$ cat config.mk
export PLATFORM = sky130hd
export DESIGN_NAME = sect_erase_accum
export DESIGN_NICKNAME = d
export VERILOG_FILES = /design/src/rtl/sect_pkg.sv /design/src/rtl/sect_cmd_decode.sv /design/src/rtl/sect_countdown.sv /design/src/rtl/sect_sel_mask.sv /design/src/rtl/sect_erase_ctrl.sv /design/src/rtl/sect_erase_accum.sv
export SDC_FILE = /design/constraint.sdc
export NUM_CORES = 1
export LEC_CHECK = 0
export ABC_AREA = 1
export BUFFER_PORTS_ARGS = -buffer_cell sky130_fd_sc_hd__clkbuf_2
export CAP_MARGIN = 20
export CORE_ASPECT_RATIO = 0.75
export CORE_MARGIN = 2
export CORE_UTILIZATION = 30
export DETAILED_ROUTE_END_ITERATION = 12
export GPL_TIMING_DRIVEN = 0
export PLACE_DENSITY = 0.54
export SYNTH_ARGS = -nofsm -noshare
export SYNTH_HDL_FRONTEND = slang
export SYNTH_HIERARCHICAL = 1
export SYNTH_SLANG_ARGS = --single-unit
$ cat constraint.sdc
create_clock -name clk -period 2.8 [get_ports clk]
set_clock_uncertainty 0.2 [all_clocks]
set_input_delay 0.28 -clock clk [delete_from_list [all_inputs] [get_ports clk]]
set_output_delay 0.28 -clock clk [all_outputs]
set_load 0.02 [all_outputs]
$ cat src/rtl/sect_pkg.sv
package sect_pkg;
  typedef enum logic [2:0] {
    ST_IDLE  = 3'd0,
    ST_WIN   = 3'd1,
    ST_RUN   = 3'd2,
    ST_SPEND = 3'd3,
    ST_SUSP  = 3'd4
  } ctl_state_t;

  localparam logic [7:0] CMD_ADD  = 8'h30;
  localparam logic [7:0] CMD_SUSP = 8'hB0;

  typedef enum logic [1:0] {
    K_ADD   = 2'd0,
    K_SUSP  = 2'd1,
    K_OTHER = 2'd2
  } cmd_kind_t;

  function automatic cmd_kind_t classify(input logic [7:0] cmd);
    if (cmd == CMD_ADD)       return K_ADD;
    else if (cmd == CMD_SUSP) return K_SUSP;
    else                      return K_OTHER;
  endfunction
endpackage

$ cat src/rtl/sect_cmd_decode.sv
module sect_cmd_decode
  import sect_pkg::*;
#(
  parameter int ADDR_W   = 19,
  parameter int SECT_LSB = 12,
  parameter int SECT_W   = 7
) (
  input  logic              wr_valid,
  input  logic [7:0]        wr_cmd,
  input  logic [ADDR_W-1:0] wr_addr,
  output logic              ev_add,
  output logic              ev_susp,
  output logic              ev_other,
  output logic [SECT_W-1:0] sect_idx
);
  function automatic logic [SECT_W-1:0] sector_of(input logic [ADDR_W-1:0] a);
    return a[SECT_LSB +: SECT_W];
  endfunction

  cmd_kind_t kind;
  logic      unused_addr_parity;

  assign kind     = classify(wr_cmd);
  assign ev_add   = wr_valid && (kind == K_ADD);
  assign ev_susp  = wr_valid && (kind == K_SUSP);
  assign ev_other = wr_valid && (kind == K_OTHER);
  assign sect_idx = sector_of(wr_addr);
  assign unused_addr_parity = ^wr_addr;
endmodule

$ cat src/rtl/sect_countdown.sv
module sect_countdown #(
  parameter int CYCLES = 16
) (
  input  logic clk,
  input  logic rst_n,
  input  logic load,
  input  logic clear,
  output logic expire
);
  localparam int CW = (CYCLES > 1) ? $clog2(CYCLES) : 1;
  localparam logic [CW-1:0] TOP = CW'(CYCLES - 1);

  logic [CW-1:0] cnt;
  logic          armed;

  assign expire = armed && (cnt == '0);

  always_ff @(posedge clk or negedge rst_n) begin
    if (!rst_n) begin
      cnt   <= '0;
      armed <= 1'b0;
    end else if (load) begin
      cnt   <= TOP;
      armed <= 1'b1;
    end else if (clear || expire) begin
      cnt   <= '0;
      armed <= 1'b0;
    end else if (armed) begin
      cnt   <= cnt - 1'b1;
    end
  end

  assert_cnt_range_R3: assert property (@(posedge clk) disable iff (!rst_n)
    cnt <= TOP);
  assert_no_early_expire_R3: assert property (@(posedge clk) disable iff (!rst_n)
    (load && (CYCLES > 1)) |=> !expire);
endmodule

$ cat src/rtl/sect_sel_mask.sv
module sect_sel_mask #(
  parameter int SECT_W = 7,
  localparam int NSECT = 1 << SECT_W
) (
  input  logic              clk,
  input  logic              rst_n,
  input  logic              clr,
  input  logic              set_en,
  input  logic [SECT_W-1:0] set_idx,
  input  logic              prune,
  input  logic [NSECT-1:0]  prot,
  output logic [NSECT-1:0]  mask,
  output logic              eff_empty
);
  function automatic logic none_erasable(input logic [NSECT-1:0] m,
                                         input logic [NSECT-1:0] p);
    return ~|(m & ~p);
  endfunction

  assign eff_empty = none_erasable(mask, prot);

  for (genvar i = 0; i < NSECT; i++) begin : g_bit
    logic hit;
    assign hit = set_en && (set_idx == SECT_W'(i));
    always_ff @(posedge clk or negedge rst_n) begin
      if (!rst_n)                mask[i] <= 1'b0;
      else if (clr)              mask[i] <= hit;
      else if (hit)              mask[i] <= 1'b1;
      else if (prune && prot[i]) mask[i] <= 1'b0;
    end
  end

  assert_prune_clean_R5: assert property (@(posedge clk) disable iff (!rst_n)
    prune |=> ((mask & $past(prot)) == '0));
  assert_clear_single_R2: assert property (@(posedge clk) disable iff (!rst_n)
    (clr && set_en) |=> $onehot0(mask));
endmodule

$ cat src/rtl/sect_erase_ctrl.sv
module sect_erase_ctrl
  import sect_pkg::*;
(
  input  logic clk,
  input  logic rst_n,
  input  logic seq_start,
  input  logic ev_add,
  input  logic ev_susp,
  input  logic ev_other,
  input  logic win_expire,
  input  logic susp_expire,
  input  logic erase_done,
  input  logic eff_empty,
  output logic mask_clr,
  output logic mask_set,
  output logic mask_prune,
  output logic win_load,
  output logic win_clear,
  output logic susp_load,
  output logic susp_clear,
  output logic erase_start,
  output logic erasing,
  output logic suspended,
  output logic q3_status
);
  ctl_state_t st, nxt;
  logic       launched;
  logic       launch_go;
  logic       start_q;

  always_comb begin
    nxt        = st;
    mask_clr   = 1'b0;
    mask_set   = 1'b0;
    mask_prune = 1'b0;
    win_load   = 1'b0;
    win_clear  = 1'b0;
    susp_load  = 1'b0;
    susp_clear = 1'b0;
    launch_go  = 1'b0;
    unique case (st)
      ST_IDLE: if (seq_start) begin
        mask_clr = 1'b1;
        mask_set = 1'b1;
        win_load = 1'b1;
        nxt      = ST_WIN;
      end
      ST_WIN: begin
        if (ev_add) begin
          mask_set = 1'b1;
          win_load = 1'b1;
        end else if (ev_susp) begin
          win_clear = 1'b1;
          nxt       = ST_SUSP;
        end else if (ev_other) begin
          mask_clr  = 1'b1;
          win_clear = 1'b1;
          nxt       = ST_IDLE;
        end else if (win_expire) begin
          if (eff_empty) begin
            mask_clr = 1'b1;
            nxt      = ST_IDLE;
          end else begin
            launch_go  = 1'b1;
            mask_prune = 1'b1;
            nxt        = ST_RUN;
          end
        end
      end
      ST_RUN: begin
        if (erase_done) begin
          mask_clr = 1'b1;
          nxt      = ST_IDLE;
        end else if (ev_susp) begin
          susp_load = 1'b1;
          nxt       = ST_SPEND;
        end
      end
      ST_SPEND: begin
        if (erase_done) begin
          mask_clr   = 1'b1;
          susp_clear = 1'b1;
          nxt        = ST_IDLE;
        end else if (susp_expire) begin
          nxt = ST_SUSP;
        end
      end
      ST_SUSP: if (ev_add) begin
        if (launched) begin
          nxt = ST_RUN;
        end else if (eff_empty) begin
          mask_clr = 1'b1;
          nxt      = ST_IDLE;
        end else begin
          launch_go  = 1'b1;
          mask_prune = 1'b1;
          nxt        = ST_RUN;
        end
      end
      default: nxt = ST_IDLE;
    endcase
  end

  always_ff @(posedge clk or negedge rst_n) begin
    if (!rst_n) begin
      st       <= ST_IDLE;
      launched <= 1'b0;
      start_q  <= 1'b0;
    end else begin
      st      <= nxt;
      start_q <= launch_go;
      if (launch_go)                       launched <= 1'b1;
      else if (st == ST_IDLE && seq_start) launched <= 1'b0;
    end
  end

  assign erase_start = start_q;
  assign erasing     = (st == ST_RUN) || (st == ST_SPEND);
  assign suspended   = (st == ST_SUSP);
  assign q3_status   = erasing || suspended;

  assert_one_mode_R8: assert property (@(posedge clk) disable iff (!rst_n)
    $onehot0({erasing, suspended}));
  assert_q3_cause_R5: assert property (@(posedge clk) disable iff (!rst_n)
    $rose(q3_status) |-> (erase_start || suspended));
  assert_cancel_R4: assert property (@(posedge clk) disable iff (!rst_n)
    (st == ST_WIN && ev_other && !ev_add && !ev_susp) |=> (!q3_status && !erase_start));
  assert_win_suspend_R9: assert property (@(posedge clk) disable iff (!rst_n)
    (st == ST_WIN && ev_susp && !ev_add) |=> (suspended && !erase_start));
  assert_start_pulse_R5: assert property (@(posedge clk) disable iff (!rst_n)
    erase_start |=> !erase_start);
endmodule

$ cat src/rtl/sect_erase_accum.sv
module sect_erase_accum #(
  parameter int ADDR_W      = 19,
  parameter int SECT_LSB    = 12,
  parameter int SECT_W      = 7,
  parameter int WIN_CYCLES  = 3750,
  parameter int SUSP_CYCLES = 12500,
  localparam int NSECT      = 1 << SECT_W
) (
  input  logic              clk,
  input  logic              rst_n,
  input  logic              seq_start,
  input  logic              wr_valid,
  input  logic [7:0]        wr_cmd,
  input  logic [ADDR_W-1:0] wr_addr,
  input  logic [NSECT-1:0]  prot_mask,
  input  logic              erase_done,
  output logic [NSECT-1:0]  sel_mask,
  output logic              erase_start,
  output logic              q3_status,
  output logic              erasing,
  output logic              suspended
);
  logic              ev_add, ev_susp, ev_other;
  logic [SECT_W-1:0] sect_idx;
  logic              win_expire, susp_expire;
  logic              mask_clr, mask_set, mask_prune;
  logic              win_load, win_clear, susp_load, susp_clear;
  logic              eff_empty;

  sect_cmd_decode #(.ADDR_W(ADDR_W), .SECT_LSB(SECT_LSB), .SECT_W(SECT_W)) u_dec (
    .wr_valid(wr_valid), .wr_cmd(wr_cmd), .wr_addr(wr_addr),
    .ev_add(ev_add), .ev_susp(ev_susp), .ev_other(ev_other), .sect_idx(sect_idx)
  );

  sect_countdown #(.CYCLES(WIN_CYCLES)) u_win (
    .clk(clk), .rst_n(rst_n), .load(win_load), .clear(win_clear), .expire(win_expire)
  );

  sect_countdown #(.CYCLES(SUSP_CYCLES)) u_susp (
    .clk(clk), .rst_n(rst_n), .load(susp_load), .clear(susp_clear), .expire(susp_expire)
  );

  sect_sel_mask #(.SECT_W(SECT_W)) u_mask (
    .clk(clk), .rst_n(rst_n), .clr(mask_clr), .set_en(mask_set), .set_idx(sect_idx),
    .prune(mask_prune), .prot(prot_mask), .mask(sel_mask), .eff_empty(eff_empty)
  );

  sect_erase_ctrl u_ctl (
    .clk(clk), .rst_n(rst_n), .seq_start(seq_start),
    .ev_add(ev_add), .ev_susp(ev_susp), .ev_other(ev_other),
    .win_expire(win_expire), .susp_expire(susp_expire),
    .erase_done(erase_done), .eff_empty(eff_empty),
    .mask_clr(mask_clr), .mask_set(mask_set), .mask_prune(mask_prune),
    .win_load(win_load), .win_clear(win_clear),
    .susp_load(susp_load), .susp_clear(susp_clear),
    .erase_start(erase_start), .erasing(erasing),
    .suspended(suspended), .q3_status(q3_status)
  );

  assert_run_mask_frozen_R7: assert property (@(posedge clk) disable iff (!rst_n)
    (erasing && $past(erasing) && !$past(erase_done)) |-> $stable(sel_mask));
  assert_start_unprotected_R5: assert property (@(posedge clk) disable iff (!rst_n)
    erase_start |-> ((sel_mask & $past(prot_mask)) == '0 && sel_mask != '0));
endmodule

==> metrics.txt, run 1 <==
status=complete, but fails checks; failing checks=negative setup slack; H-Tree Depth=4; Area Overhead vs Synth=51.05%; synth top area cells=dfrtp_1 42%, nand2_1 15%, inv_1 9.2%, nand3_1 8.0%, o21ai_0 4.8%; Reg area=0.004030 sq mm; Critical Path End Type=flop; Slew HR=roughly 45%; Clock power frac=26.4%; hpwl dp=~28 mm; synthesis-stage register bit count=161; CP Launch Type=input port; Synth Cell Area=0.009557 sq mm; Critical Path RT=2890 ps; sw frac=around two fifths; clk sinks=161; leakage=between 7 and 8 nW; Mean Syn Cell Area=7.143 sq um; Post-Route M1 WL=17.53 mm; Final min period=2883 ps; CTS Buf Count=17; vias in the first global route=9617; Synth area leader=dfrtp_1; initial antenna violation count=1; CTS max path bufs=2; Final ANT Viol Nets=0; Worst Hold Class=input port to async pin; pin count of the biggest net entering global routing=between 80 and 90; number of distinct library cells after synthesis=42; Crit Path Class=input port to flop; gpl congestion=0.8748; power density of the placed cells=644.2 mW/mm^2; synth warn=6; crit path DAT=2980 ps; routed vias=around 10000; Seq/Total Area, Yosys=42.16%; Slew @ Worst Pin=823.3 ps; Main synth FF type=dfrtp_1; max-slew violations=0; layout cells sized above 1=30.50%; Final nets=1924; first-pass GRT wire length=56.47 mm; Max Used Layer=met4; row count=56; cell-internal power=5.751 mW; Design Power=9.298 mW; net switching power=3.547 mW; Slowest-stage cell, CP=dlygate4sd3_1; Core Region=0.03132 sq mm; n_diodes=0; area of the multi-input gates=0.004743 sq mm; most common cell in the netlist=nand2_1; DR WL met2=about 19 mm; Total GRT Usage=between 20% and 30%; DRT iter0 DRCs=737; crit-path leading delay family=buffers and inverters; Crit Path Max Fanout=10; CP dominant cell by count=nand2_1; top-area cell type share of the netlist area=42.16%; drt pass-1 iters=5; unrepaired setup endpoints after global routing=true; grt total ovfl=0; DRC viols=0; CTS tree=built; Comb pwr share=44.5%; fill count=approximately 3100; fin util=46.09%; total wire length=slightly below 40 mm; setup ws final=-82.91 ps; Post-Syn Instances=1338; Worst R2R Start=u_mask/mask[106]; Die W=210.1 microns; fmax=346.9 MHz; Commonest cells post-synth=371 x nand2_1, 234 x inv_1, 161 x dfrtp_1; final hold viol count=0; crit path buf inv count=6; vias per cell=roughly 4.8; clock slew at reported path FFs=70 ps; Port Buffers=272; number of synthesized flops with an enable pin=0; crit path from=prot_mask[75]; die area=between 0.03 and 0.04 sq mm; Peak VDD IR=about 0.42 mV; met3 WL post-DR=2.144 mm; post-synth net total=1501; overall die height=158.6 microns; CP Cell Sequence=dlygate4sd3_1, inv_1, nand2_1, o21ai_0, inv_1, nand2_2, nor2_4, nand2_1, nor2_1, nand2_1, nor2_4, nand2_2, a21oi_2, nand3_1, nand4_1, inv_4, clkbuf_16, buf_12, nand3_1, o21ai_0; I/O pin total=292; Final setup viols=96; Seq pwr share=29.1%; final cycle utilization of the critical path=103.0%; max incr delay on CP=600 ps; clk_lat worst skew=between 400 and 500 ps; Initial Util=between 30% and 40%; Avg WL per Cell=18.07 microns; Root Driver=clkbuf_16; Max-cap violations=0; post-synthesis async set-or-reset flop share=100.0%
final cells by class:
| class | count | share of cell area [%] |
|---|---|---|
| inverters | 247 | 6.457 |
| multi-input cells | 881 | 32.86 |
| clock buffers | 18 | 2.973 |
| flip-flops and latches | 161 | 27.92 |
| repair buffers | 404 | 21.49 |
| clock inverters | 14 | 1.135 |
| plain buffers | 49 | 3.649 |
| well taps | 406 | 3.519 |
path summary, 6_finish.rpt:
| check | to | slack [ps] | depth (start not counted) |
|---|---|---|---|
| max | u_mask/mask[121] | -80 | 20 |
| min | u_mask/mask[113] | 20 | 2 |
| max reg2reg | u_mask/mask[121] | -50 | 16 |
| min reg2reg | u_ctl/launched | 340 | 2 |
| max in group asynchronous | u_mask/mask[56] | 1720 | 3 |
| min in group clk | u_mask/mask[89] | 30 | 4 |
power by group through the flow:
stage	Combinational, mW	Sequential (mW)	Clock [mW]
after detailed placement	2.52	2.74	0
after global placement	2.49	2.74	0
final	4.14	2.70	2.45
after floorplan	1.67	2.73	0
after CTS	2.79	2.70	2.51
after global routing	4.46	2.73	2.63
placed cells by master (no fill, tap or decap), types with 24 or more instances in the layout:
master         Yosys  final
o21ai_0           92     54
nand3_1          152    106
dlygate4sd3_1      0    107
buf_4             12     40
inv_1            234    230
nor2_1           101     86
o21ai_1           27     52
nand2_1          371    350
o21ai_2           36     49
dfrtp_1          161    160
nand2_2            3     24
clkbuf_2           0    231
nand3_2            4     44
clkbuf_16          0     30
state kept, by name, summed over array words and instances (netlist names):
signal,flops
u_ctl/erase_start,1
u_ctl/launched,1
u_ctl/st,3
u_mask/mask,128
u_susp/armed,1
u_susp/cnt,14
u_win/armed,1
u_win/cnt,12
stage by stage:
stage	TNS [ps]	std cells	area [sq um]	hold WS, ps	setup WS, ps
floorplan	0	1338	9557	-215.6	381.9
global placement	-370390	2016	11430	316.8	-1969
detailed placement	-58860	2018	11490	-92.67	-570.7
CTS	0	2179	13450	3.591	2.382
global route	-10530	2180	14440	13.48	-142.4
finish	-3467	2180	14440	23.82	-82.91
repair_timing:
action / CTS / global route
setup endpoints to repair: 128 / 128
hold buffers: 128 / 0
pin swaps: 3 / 49
gates cloned: 0 / 14
resized for setup: 35 / 225
setup buffers: 1 / 24
hold endpoints to repair: 288 / 0
layer usage:
metal  up-vias  GRT usage, %
met2       360         38.13
met1      4966         30.58
met5         -             0
met3        52         3.609
met4         0         7.058
li1       5065             -
cell families after synthesis:
family / share of synthesized area (%)
DFF: 42.16
buffers and inverters: 13.00
xor gates and xnor gates: 0.7332
adders and majority gates: 0.3928
and+or+nand+nor: 31.58
AOI/OAI and AO/OA: 12.14
Power figures use the tool's default switching activity.
==> inputs of run 2 (changes only) <==
--- a/config.mk
+++ b/config.mk
@@ -11,6 +11,7 @@
 export CORE_ASPECT_RATIO = 0.75
 export CORE_MARGIN = 2
 export CORE_UTILIZATION = 30
+export CTS_BUF_LIST = sky130_fd_sc_hd__clkbuf_16
 export DETAILED_ROUTE_END_ITERATION = 12
 export GPL_TIMING_DRIVEN = 0
 export PLACE_DENSITY = 0.54
==> metrics.txt, run 2 (synthesized netlist as in run 1, its figures left out) <==
max FFs per register=128 (unchanged); setup ws final=-38.37 ps (+44.54 ps); die area=0.03331 sq mm (unchanged); Final ANT Viol Nets=0 (unchanged); overall die height=158.6 microns (unchanged); Critical Path RT=2930 ps (+40 ps); non-filler cells, final=2180 (unchanged); cell-internal power=5.747 mW (about the same); clk sinks=161 (unchanged); I/O pin total=292 (unchanged); Crit Path Class=input port to flop; fmax=352.3 MHz (+1.6%); Placed Instances=2018 (unchanged); Peak VDD IR=0.4223 mV (-0.22%); fin area=0.01443 sq mm (about the same); total wire length=39.36 mm (about the same); Worst Hold Class=input port to async pin; gpl congestion=0.8748 (unchanged); unrepaired setup endpoints after global routing=true; CTS tree=built; DRT iter0 DRCs=751 (+1.9%); row count=56 (unchanged); Root Driver=clkbuf_16; Seq pwr share=29.1% (about the same); Crit Path Max Fanout=6 (-4); commonest non-fill, non-tap cell in the layout=nand2_1; vias per cell=4.794 (about the same); Clock power frac=26.3% (about the same); Final setup viols=52 (-46%); final hold viol count=0 (unchanged); grt total ovfl=0 (unchanged); final cycle utilization of the critical path=101.4% (-1.6 points); initial antenna violation count=1 (unchanged); failing checks=negative setup slack; n_diodes=0 (unchanged); net switching power=3.540 mW (-0.19%); Die W=210.1 microns (unchanged); layout cells sized above 1=30.44% (-0.056 points); Final min period=2838 ps (-44.54 ps); pin count of the biggest net entering global routing=83 (unchanged); hpwl dp=27.55 mm (unchanged); status=complete, but fails checks; Biggest register=u_mask/mask; clk_lat worst skew=440 ps (about the same); sw frac=38.12% (about the same); Comb pwr share=44.6% (about the same); DRC viols=0 (unchanged); Initial Util=30.51% (unchanged); max-slew violations=0 (unchanged); reg2reg path depth=15 (-1); reg2reg end=u_mask/mask[4]; H-Tree Depth=4 (unchanged); crit path from=prot_mask[75]; CTS Buf Count=17 (unchanged); total placed instance area=0.01149 sq mm (unchanged); Avg WL per Cell=18.05 microns (about the same); Slew HR=44.14% (-0.84 points); most frequent cells in the layout=350 x nand2_1, 231 x inv_1, 231 x clkbuf_2; Design Power=9.287 mW (-0.12%); Slew @ Worst Pin=835.9 ps (+12.56 ps); CTS max path bufs=2 (unchanged); Critical Path End Type=flop; drt pass-1 iters=5 (unchanged); r2r setup slk=-20 ps (+30 ps); Worst R2R Start=u_mask/mask[106]; Total GRT Usage=22.85% (unchanged); routed vias=10450 (+0.077%); Area Overhead vs Synth=51.00% (about the same); crit path DAT=2960 ps (-20 ps); leakage=7.240 nW (about the same); Max-cap violations=0 (unchanged); Core Region=0.03132 sq mm (unchanged); Port Buffers=272 (unchanged); CP Launch Type=input port; top flop regs=u_mask/mask x128, u_susp/cnt x14, u_win/cnt x12; vias in the first global route=9617 (unchanged); first-pass GRT wire length=56.47 mm (unchanged); power density of the placed cells=643.6 mW/mm^2 (about the same); Final nets=1924 (unchanged); clock slew at reported path FFs=70 ps (about the same); Setup WS pre-CTS=-570.7 ps (unchanged)
## run 2: worst max path at each step
stage,end,slack (ps),depth (start not counted)
6_report,u_mask/mask[4],-40,19
5_1_grt,u_mask/mask[93],-140,21
4_1_cts,u_mask/mask[4],2,16
3_5_place_dp,u_mask/mask[3],-570,19
3_3_place_gp,u_susp/cnt[0],-1970,1
2_1_floorplan,u_mask/mask[2],380,17
## run 2: critical path: stages
cell	delay [ps]
dlygate4sd3_1	600
inv_1	60
nand2_1	50
o21ai_0	90
inv_1	80
nand2_2	80
nor2_4	130
nand2_1	60
nor2_1	100
nand2_1	90
nor2_4	210
nand2_2	70
a21oi_2	120
nand3_1	70
nand4_1	200
inv_4	130
clkbuf_16	190
buf_12	130
a32o_1	210
## run 2: power groups by stage
| stage | clock (mW) | sequential, mW | combinational, mW |
|---|---|---|---|
| after global placement | 0 | 2.74 | 2.49 |
| after floorplan | 0 | 2.73 | 1.67 |
| after detailed placement | 0 | 2.74 | 2.52 |
| final | 2.45 | 2.70 | 4.14 |
| after CTS | 2.50 | 2.70 | 2.79 |
| after global routing | 2.62 | 2.73 | 4.45 |
## run 2: area by class of cell
class / count / area, sq um
Clock buffer: 17 / 425.4
Buffer: 49 / 526.8
Fill cell: 3149 / 16890
Timing Repair Buffer: 404 / 3102
Multi-Input combinational cell: 881 / 4738
Clock inverter: 15 / 167.7
Inverter: 247 / 932.1
Tap cell: 406 / 508.0
Sequential cell: 161 / 4030
## run 2: repair_timing
item                                   CTS  global route
gates resized for setup                 35           224
setup buffers                            1            24
hold buffers                           128             0
gates cloned                             0            14
endpoints found under the hold margin  288             0
pin swaps                                3            49
setup endpoints to repair              128           128
## run 2: through the flow
| stage | hold slack (ps) | TNS, ps | util (%) |
|---|---|---|---|
| floorplan | -215.6 | 0 | - |
| finish | 20.74 | -941.3 | 46.07 |
| global route | 13.48 | -10560 | 46.07 |
| global placement | 316.8 | -370390 | 36.48 |
| detailed placement | -92.67 | -58860 | 36.69 |
| CTS | 3.591 | 0 | 42.95 |
## run 2: routing by layer
| metal | share of wire [%] | vias up | track usage [%] | routed length (microns) |
|---|---|---|---|---|
| met5 | 0 | - | 0 | 0 |
| met4 | 2.9 | 0 | 7.058 | 1122 |
| met3 | 5.8 | 54 | 3.609 | 2277 |
| met2 | 47 | 366 | 38.13 | 18580 |
| met1 | 44 | 4972 | 30.58 | 17380 |
| li1 | - | 5059 | - | - |
